**src/rtl/wdt_pkg.sv**
```systemverilog
package wdt_pkg;

  typedef enum logic [1:0] {
    ACC_BYTE = 2'b00,
    ACC_WORD = 2'b01,
    ACC_LONG = 2'b10
  } acc_size_e;

  localparam logic [7:0] KEY_COUNT = 8'h5A;
  localparam logic [7:0] KEY_CTRL  = 8'hA5;

  localparam int unsigned EN_BIT   = 7;
  localparam int unsigned FLAG_BIT = 5;
  localparam int unsigned SEL_W    = 3;

  // log2 of the divisor for each clock-select code
  function automatic logic [3:0] sel_shift(input logic [SEL_W-1:0] sel);
    logic [3:0] s;
    case (sel)
      3'd0:    s = 4'd0;
      3'd1:    s = 4'd2;
      3'd2:    s = 4'd4;
      3'd3:    s = 4'd5;
      3'd4:    s = 4'd6;
      3'd5:    s = 4'd8;
      3'd6:    s = 4'd10;
      default: s = 4'd12;
    endcase
    return s;
  endfunction

endpackage

```
**src/rtl/wdt_key_filter.sv**
```systemverilog
module wdt_key_filter
  import wdt_pkg::*;
#(
  parameter int unsigned DATA_W = 16
) (
  input  logic              bus_sel,
  input  logic              bus_wr,
  input  logic              bus_addr,
  input  logic [1:0]        bus_size,
  input  logic [DATA_W-1:0] bus_wdata,
  output logic              cnt_we,
  output logic              ctl_we,
  output logic [7:0]        wbyte
);

  localparam int unsigned KEY_LSB = DATA_W - 8;

  logic       word_wr;
  logic [7:0] key;

  always_comb begin
    key     = bus_wdata[KEY_LSB +: 8];
    wbyte   = bus_wdata[7:0];
    word_wr = bus_sel && bus_wr && (acc_size_e'(bus_size) == ACC_WORD);
    cnt_we  = word_wr && !bus_addr && (key == KEY_COUNT);
    ctl_we  = word_wr &&  bus_addr && (key == KEY_CTRL);
  end

endmodule

```
**src/rtl/wdt_prescaler.sv**
```systemverilog
module wdt_prescaler
  import wdt_pkg::*;
#(
  parameter int unsigned PRE_W = 12
) (
  input  logic             clk,
  input  logic             rst_n,
  input  logic             run,
  input  logic [SEL_W-1:0] sel,
  output logic             tick
);

  logic [PRE_W-1:0] pre_q, pre_d;
  logic [PRE_W-1:0] mask;

  always_comb begin
    mask  = (PRE_W'(1) << sel_shift(sel)) - PRE_W'(1);
    tick  = run && ((pre_q & mask) == mask);
    pre_d = run ? pre_q + PRE_W'(1) : '0;
  end

  always_ff @(posedge clk or negedge rst_n) begin
    if (!rst_n) pre_q <= '0;
    else        pre_q <= pre_d;
  end

  // a stopped timer leaves the prescaler at zero
  a_r7_pre_cleared: assert property (@(posedge clk) disable iff (!rst_n)
    !run |=> (pre_q == '0));

  // at divide-by-1 every running cycle ticks
  a_r5_div1_tick: assert property (@(posedge clk) disable iff (!rst_n)
    (run && sel == '0) |-> tick);

endmodule

```
**src/rtl/wdt_counter.sv**
```systemverilog
module wdt_counter #(
  parameter int unsigned CNT_W = 8
) (
  input  logic             clk,
  input  logic             rst_n,
  input  logic             tick,
  input  logic             load,
  input  logic [CNT_W-1:0] load_val,
  output logic [CNT_W-1:0] cnt,
  output logic             wrap
);

  logic [CNT_W-1:0] cnt_q, cnt_d;

  always_comb begin
    wrap  = tick && !load && (cnt_q == '1);
    cnt_d = cnt_q;
    if (load)      cnt_d = load_val;
    else if (tick) cnt_d = cnt_q + CNT_W'(1);
  end

  always_ff @(posedge clk or negedge rst_n) begin
    if (!rst_n) cnt_q <= '0;
    else        cnt_q <= cnt_d;
  end

  assign cnt = cnt_q;

  // a load lands exactly, even against a tick
  a_r1_load_exact: assert property (@(posedge clk) disable iff (!rst_n)
    load |=> (cnt_q == $past(load_val)));

  // a wrap leaves the counter at zero
  a_r8_wrap_zero: assert property (@(posedge clk) disable iff (!rst_n)
    wrap |=> (cnt_q == '0));

  // without tick or load the count holds
  a_r7_hold: assert property (@(posedge clk) disable iff (!rst_n)
    (!tick && !load) |=> $stable(cnt_q));

endmodule

```
**src/rtl/keyed_watchdog.sv**
```systemverilog
module keyed_watchdog
  import wdt_pkg::*;
#(
  parameter int unsigned PRE_W  = 12,
  parameter int unsigned DATA_W = 16
) (
  input  logic              clk,
  input  logic              rst_n,
  input  logic              bus_sel,
  input  logic              bus_wr,
  input  logic              bus_addr,
  input  logic [1:0]        bus_size,
  input  logic [DATA_W-1:0] bus_wdata,
  output logic [DATA_W-1:0] bus_rdata,
  output logic              ovf_pulse
);

  localparam int unsigned CNT_W = 8;

  // reset: asserted asynchronously, released on a clock edge
  logic [1:0] rst_sync_q;
  logic       rst_in_n;

  always_ff @(posedge clk or negedge rst_n) begin
    if (!rst_n) rst_sync_q <= 2'b00;
    else        rst_sync_q <= {rst_sync_q[0], 1'b1};
  end
  assign rst_in_n = rst_sync_q[1];

  logic             cnt_we, ctl_we;
  logic [7:0]       wbyte;
  logic             tick, wrap;
  logic [CNT_W-1:0] cnt;

  logic             en_q, en_d;
  logic             flag_q, flag_d;
  logic [SEL_W-1:0] sel_q, sel_d;
  logic [7:0]       ctrl_view;

  wdt_key_filter #(.DATA_W(DATA_W)) u_filter (
    .bus_sel  (bus_sel),
    .bus_wr   (bus_wr),
    .bus_addr (bus_addr),
    .bus_size (bus_size),
    .bus_wdata(bus_wdata),
    .cnt_we   (cnt_we),
    .ctl_we   (ctl_we),
    .wbyte    (wbyte)
  );

  wdt_prescaler #(.PRE_W(PRE_W)) u_pre (
    .clk  (clk),
    .rst_n(rst_in_n),
    .run  (en_q),
    .sel  (sel_q),
    .tick (tick)
  );

  wdt_counter #(.CNT_W(CNT_W)) u_cnt (
    .clk     (clk),
    .rst_n   (rst_in_n),
    .tick    (tick),
    .load    (cnt_we),
    .load_val(wbyte),
    .cnt     (cnt),
    .wrap    (wrap)
  );

  // control/status next state
  always_comb begin
    en_d   = ctl_we ? wbyte[EN_BIT] : en_q;
    sel_d  = (ctl_we && !en_q) ? wbyte[SEL_W-1:0] : sel_q;
    flag_d = flag_q;
    if (ctl_we && !wbyte[FLAG_BIT]) flag_d = 1'b0;
    if (wrap)                       flag_d = 1'b1;
  end

  always_ff @(posedge clk or negedge rst_in_n) begin
    if (!rst_in_n) begin
      en_q   <= 1'b0;
      flag_q <= 1'b0;
      sel_q  <= '0;
    end else begin
      en_q   <= en_d;
      flag_q <= flag_d;
      sel_q  <= sel_d;
    end
  end

  always_comb begin
    ctrl_view                  = '0;
    ctrl_view[EN_BIT]          = en_q;
    ctrl_view[FLAG_BIT]        = flag_q;
    ctrl_view[SEL_W-1:0]       = sel_q;
    bus_rdata                  = '0;
    bus_rdata[7:0]             = bus_addr ? ctrl_view : cnt;
  end

  assign ovf_pulse = wrap;

  // clock select frozen while running
  a_r6_sel_frozen: assert property (@(posedge clk) disable iff (!rst_in_n)
    en_q |=> $stable(sel_q));

  // a wrap always leaves the flag set
  a_r8_flag_set: assert property (@(posedge clk) disable iff (!rst_in_n)
    ovf_pulse |=> flag_q);

  // the overflow output never lasts two cycles
  a_r8_single_pulse: assert property (@(posedge clk) disable iff (!rst_in_n)
    ovf_pulse |=> !ovf_pulse);

  // a non-word write leaves enable and select untouched
  a_r3_size_filter: assert property (@(posedge clk) disable iff (!rst_in_n)
    (bus_sel && bus_wr && bus_size != 2'b01) |=> ($stable(en_q) && $stable(sel_q)));

  // flag only falls after a control write
  a_r9_flag_sticky: assert property (@(posedge clk) disable iff (!rst_in_n)
    (flag_q && !ctl_we) |=> flag_q);

  // upper read byte is always zero
  a_r10_upper_zero: assert property (@(posedge clk) disable iff (!rst_in_n)
    bus_rdata[DATA_W-1:8] == '0);

endmodule

```
**config.mk**
```make
export PLATFORM = sky130hd
export DESIGN_NAME = keyed_watchdog
export DESIGN_NICKNAME = d
export VERILOG_FILES = /design/src/rtl/wdt_pkg.sv /design/src/rtl/wdt_key_filter.sv /design/src/rtl/wdt_prescaler.sv /design/src/rtl/wdt_counter.sv /design/src/rtl/keyed_watchdog.sv
export SDC_FILE = /design/constraint.sdc
export NUM_CORES = 1
export LEC_CHECK = 0
export BUFFER_PORTS_ARGS = -buffer_cell sky130_fd_sc_hd__buf_2
export CORE_MARGIN = 2
export CORE_UTILIZATION = 29
export DETAILED_ROUTE_END_ITERATION = 10
export SLEW_MARGIN = 20
export SYNTH_ARGS = -nofsm -noshare
export SYNTH_HDL_FRONTEND = slang
export SYNTH_SLANG_ARGS = --single-unit
```
**constraint.sdc**
```tcl
create_clock -name clk -period 5.6 [get_ports clk]
set_input_delay 1.12 -clock clk [delete_from_list [all_inputs] [get_ports clk]]
set_output_delay 1.12 -clock clk [all_outputs]
set_load 0.005 [all_outputs]
```
==> reports/qor.csv <==
metric,value,unit
status,"complete, no violations",
"Seq/Total Area, Yosys",0.412,
r2r worst-path depth,7,
crit path buf inv count,2,
Final ANT Viol Nets,0,
syn avg cell area,9.27,um2
LEAKAGE,0.829,nW
wire per inst,13.0,um
Pwr Density,177,nW/um2
io pins,40,
Async SR Flop Fraction,1.00,
Core Footprint,5470,um2
Clock Sink Count,27,
H-tree level count,1,
worst endpoint data arrival time,3130,ps
crit start category,input pin,
Max clock buf depth,2,
"Largest delay share family, worst path",simple AND/OR/NAND/NOR gates,
worst skew pair latency,270,ps
die width,79.2,um
vias in the first global route,1354,
nets,230,
Critical Path Fanout Max,16,
"Setup Fix Bufs, Post-CTS",0,
cts repair resizes,0,
"most common cell after layout, fill and taps aside",buf_2,
routed length on met3,91,um
final slew viol count,0,
die extent in y,79.2,um
Synth top area share,0.412,
DP HPWL,2600,um
max frequency,236,MHz
met1 WL,1740,um
RSZ-0062 raised after global routing,no,
Reg-to-Reg Start,sel_q[1]$_DFFE_PN0P_,
"EDFF count, synth",0,
"Slowest-stage cell, CP",or4_1,
Final Hold Vio Count,0,
Mapped Cells,177,
Cell variety after synth,44,
CTS buffer count,3,
Top Metal Used,met4,
Worst Setup SP,bus_wdata[15],
# fillers,600,
#FFs+latches synth,27,
DP Cell Count,271,
CP most frequent cell,buf_2,
Slew HR,0.563,
CTS tree,yes,
WP data required,4480,ps
worst-path cell chain,buf_2 > or4b_1 > or4_1 > and3_1 > nand3_1 > nor2_1 > buf_2,
P&R area growth vs syn,13.8,%
gr usage total,0.124,
flop-to-flop setup slack,3030,ps
final instance area,1870,um2
hold slack final,263,ps
Max stage delay on crit path,800,ps
largest net degree at the start of global routing,26,
Synth area leader,dfrtp_1,
GR Overflow Total,0,
share of cells above drive strength 1,0.222,
Fin Setup TNS,0,ps
WL final,3580,um
post-DR vias/cell,4.97,
top post-synthesis cells by area,"dfrtp_1, mux2_2, buf_4",
initial antenna violation count,0,
CTS Hold Buffers Added,0,
Worst Hold Class,register to async pin,
Final Wtd Congestion,0.831,
ant diodes,0,
vias post-DR,1367,
ys flop type,dfrtp_1,
port bufs,31,
die area,6270,um2
first-pass GRT wire length,6290,um
CTS clock-pin slew for the worst setup and hold paths,90,ps
met2 WL,1710,um
"commonest non-fill, non-tap cells in the layout","buf_2, dfrtp_1, nor2_1",
Max VDD drop,0.0000735,V
Worst-Margin Slew,653,ps
clock skew,6.27,ps
DR iter-0 viols,44,
area of the mapped netlist,1640,um2
Finished Layout Cells,275,
Max-Cap Viols,0,
RR Endpoint,u_cnt.cnt[6]$_DFFE_PN0P_,
CP Capture Type,primary output,
endpoints failing setup,0,
kind of critical path,input pin to primary output,
area post-placement,1820,um2
FP Rows,27,
minimum clock period,4250,ps
Initial Util,0.300,
# DRC,0,
First-pass DRT Iterations,4,
Tcrit/Tclk final,0.758,
CTS root buf,clkbuf_8,
Ys Warns,0,
## layer usage
layer,track usage,up-vias
li1,-,678
met1,0.177,662
met2,0.192,21
met3,0.0182,6
met4,0.0431,0
met5,0,-
## registers in the layout, indices dropped and copies added, names as in the netlist
signal and count:
flag_q 1, rst_sync_q 2, en_q 1, u_pre.pre_q 12, sel_q 3, u_cnt.cnt 8
## cell type report
class                      count  area, um2  share of cell area
clock buffer                   3       41.3              0.0221
clock inverter                 1       5.00             0.00268
inverter                       4       15.0             0.00804
multi-input combinational    137        883               0.473
sequential                    27        677               0.363
tap                           72       90.1              0.0483
timing repair buffer          31        155              0.0831
## report_power, final
group / total, mW / internal [mW] / switching [mW]
sequential: 0.202 / 0.197 / 0.00519
combinational: 0.0173 / 0.00895 / 0.00836
clock: 0.112 / 0.0499 / 0.0621
## through the flow
stage	util	power (mW)	worst slack, ps
after floorplan	-	0.215	1860
after global placement	0.332	0.222	1370
after detailed placement	0.332	0.223	1380
after CTS	0.341	0.333	1370
after global routing	0.341	0.345	1260
final	0.341	0.331	1350
## kinds of logic after synthesis
group | share of synthesized area
compound gates | 0.143
xor+xnor | 0.0374
fa+ha+maj | 0.0229
buf+inv | 0.0679
flops | 0.412
mux | 0.0549
other cells | 0.00458
simple gates | 0.257
## worst reg2reg max path: cells and delay by family, from the launching register on
| family | cells | cell delay (ps) |
|---|---|---|
| simple gates | 3 | 830 |
| compound gates | 3 | 900 |
| fa+ha+maj | 1 | 270 |
| flops | 1 | 490 |
## worst max path at each step
stage	to	slack [ps]	cells after the start
2_1_floorplan	ovf_pulse	1860	6
3_3_place_gp	ovf_pulse	1370	7
3_5_place_dp	ovf_pulse	1380	7
4_1_cts	ovf_pulse	1370	7
5_1_grt	ovf_pulse	1260	7
6_report	ovf_pulse	1350	7
## cell usage after synthesis (2+ instances only)
library cell   n
a21boi_0       3
a31oi_1        7
and2_1         8
and3_1         2
buf_2          2
buf_4          8
clkbuf_1       7
conb_1         2
dfrtp_1       27
ha_1           3
inv_1          4
mux2_2         8
nand2_1       10
nand2b_1       2
nand3_1        9
nand4_1        5
nor2_1        14
nor2b_1        4
nor3_1         2
o211ai_1       3
o21ai_0        6
o21ai_1        2
o31ai_1        4
or3_1          4
or4_1          6
or4b_1         2
xnor2_1        5
xor2_1         2
No activity file was read; power rests on OpenSTA's default activity.
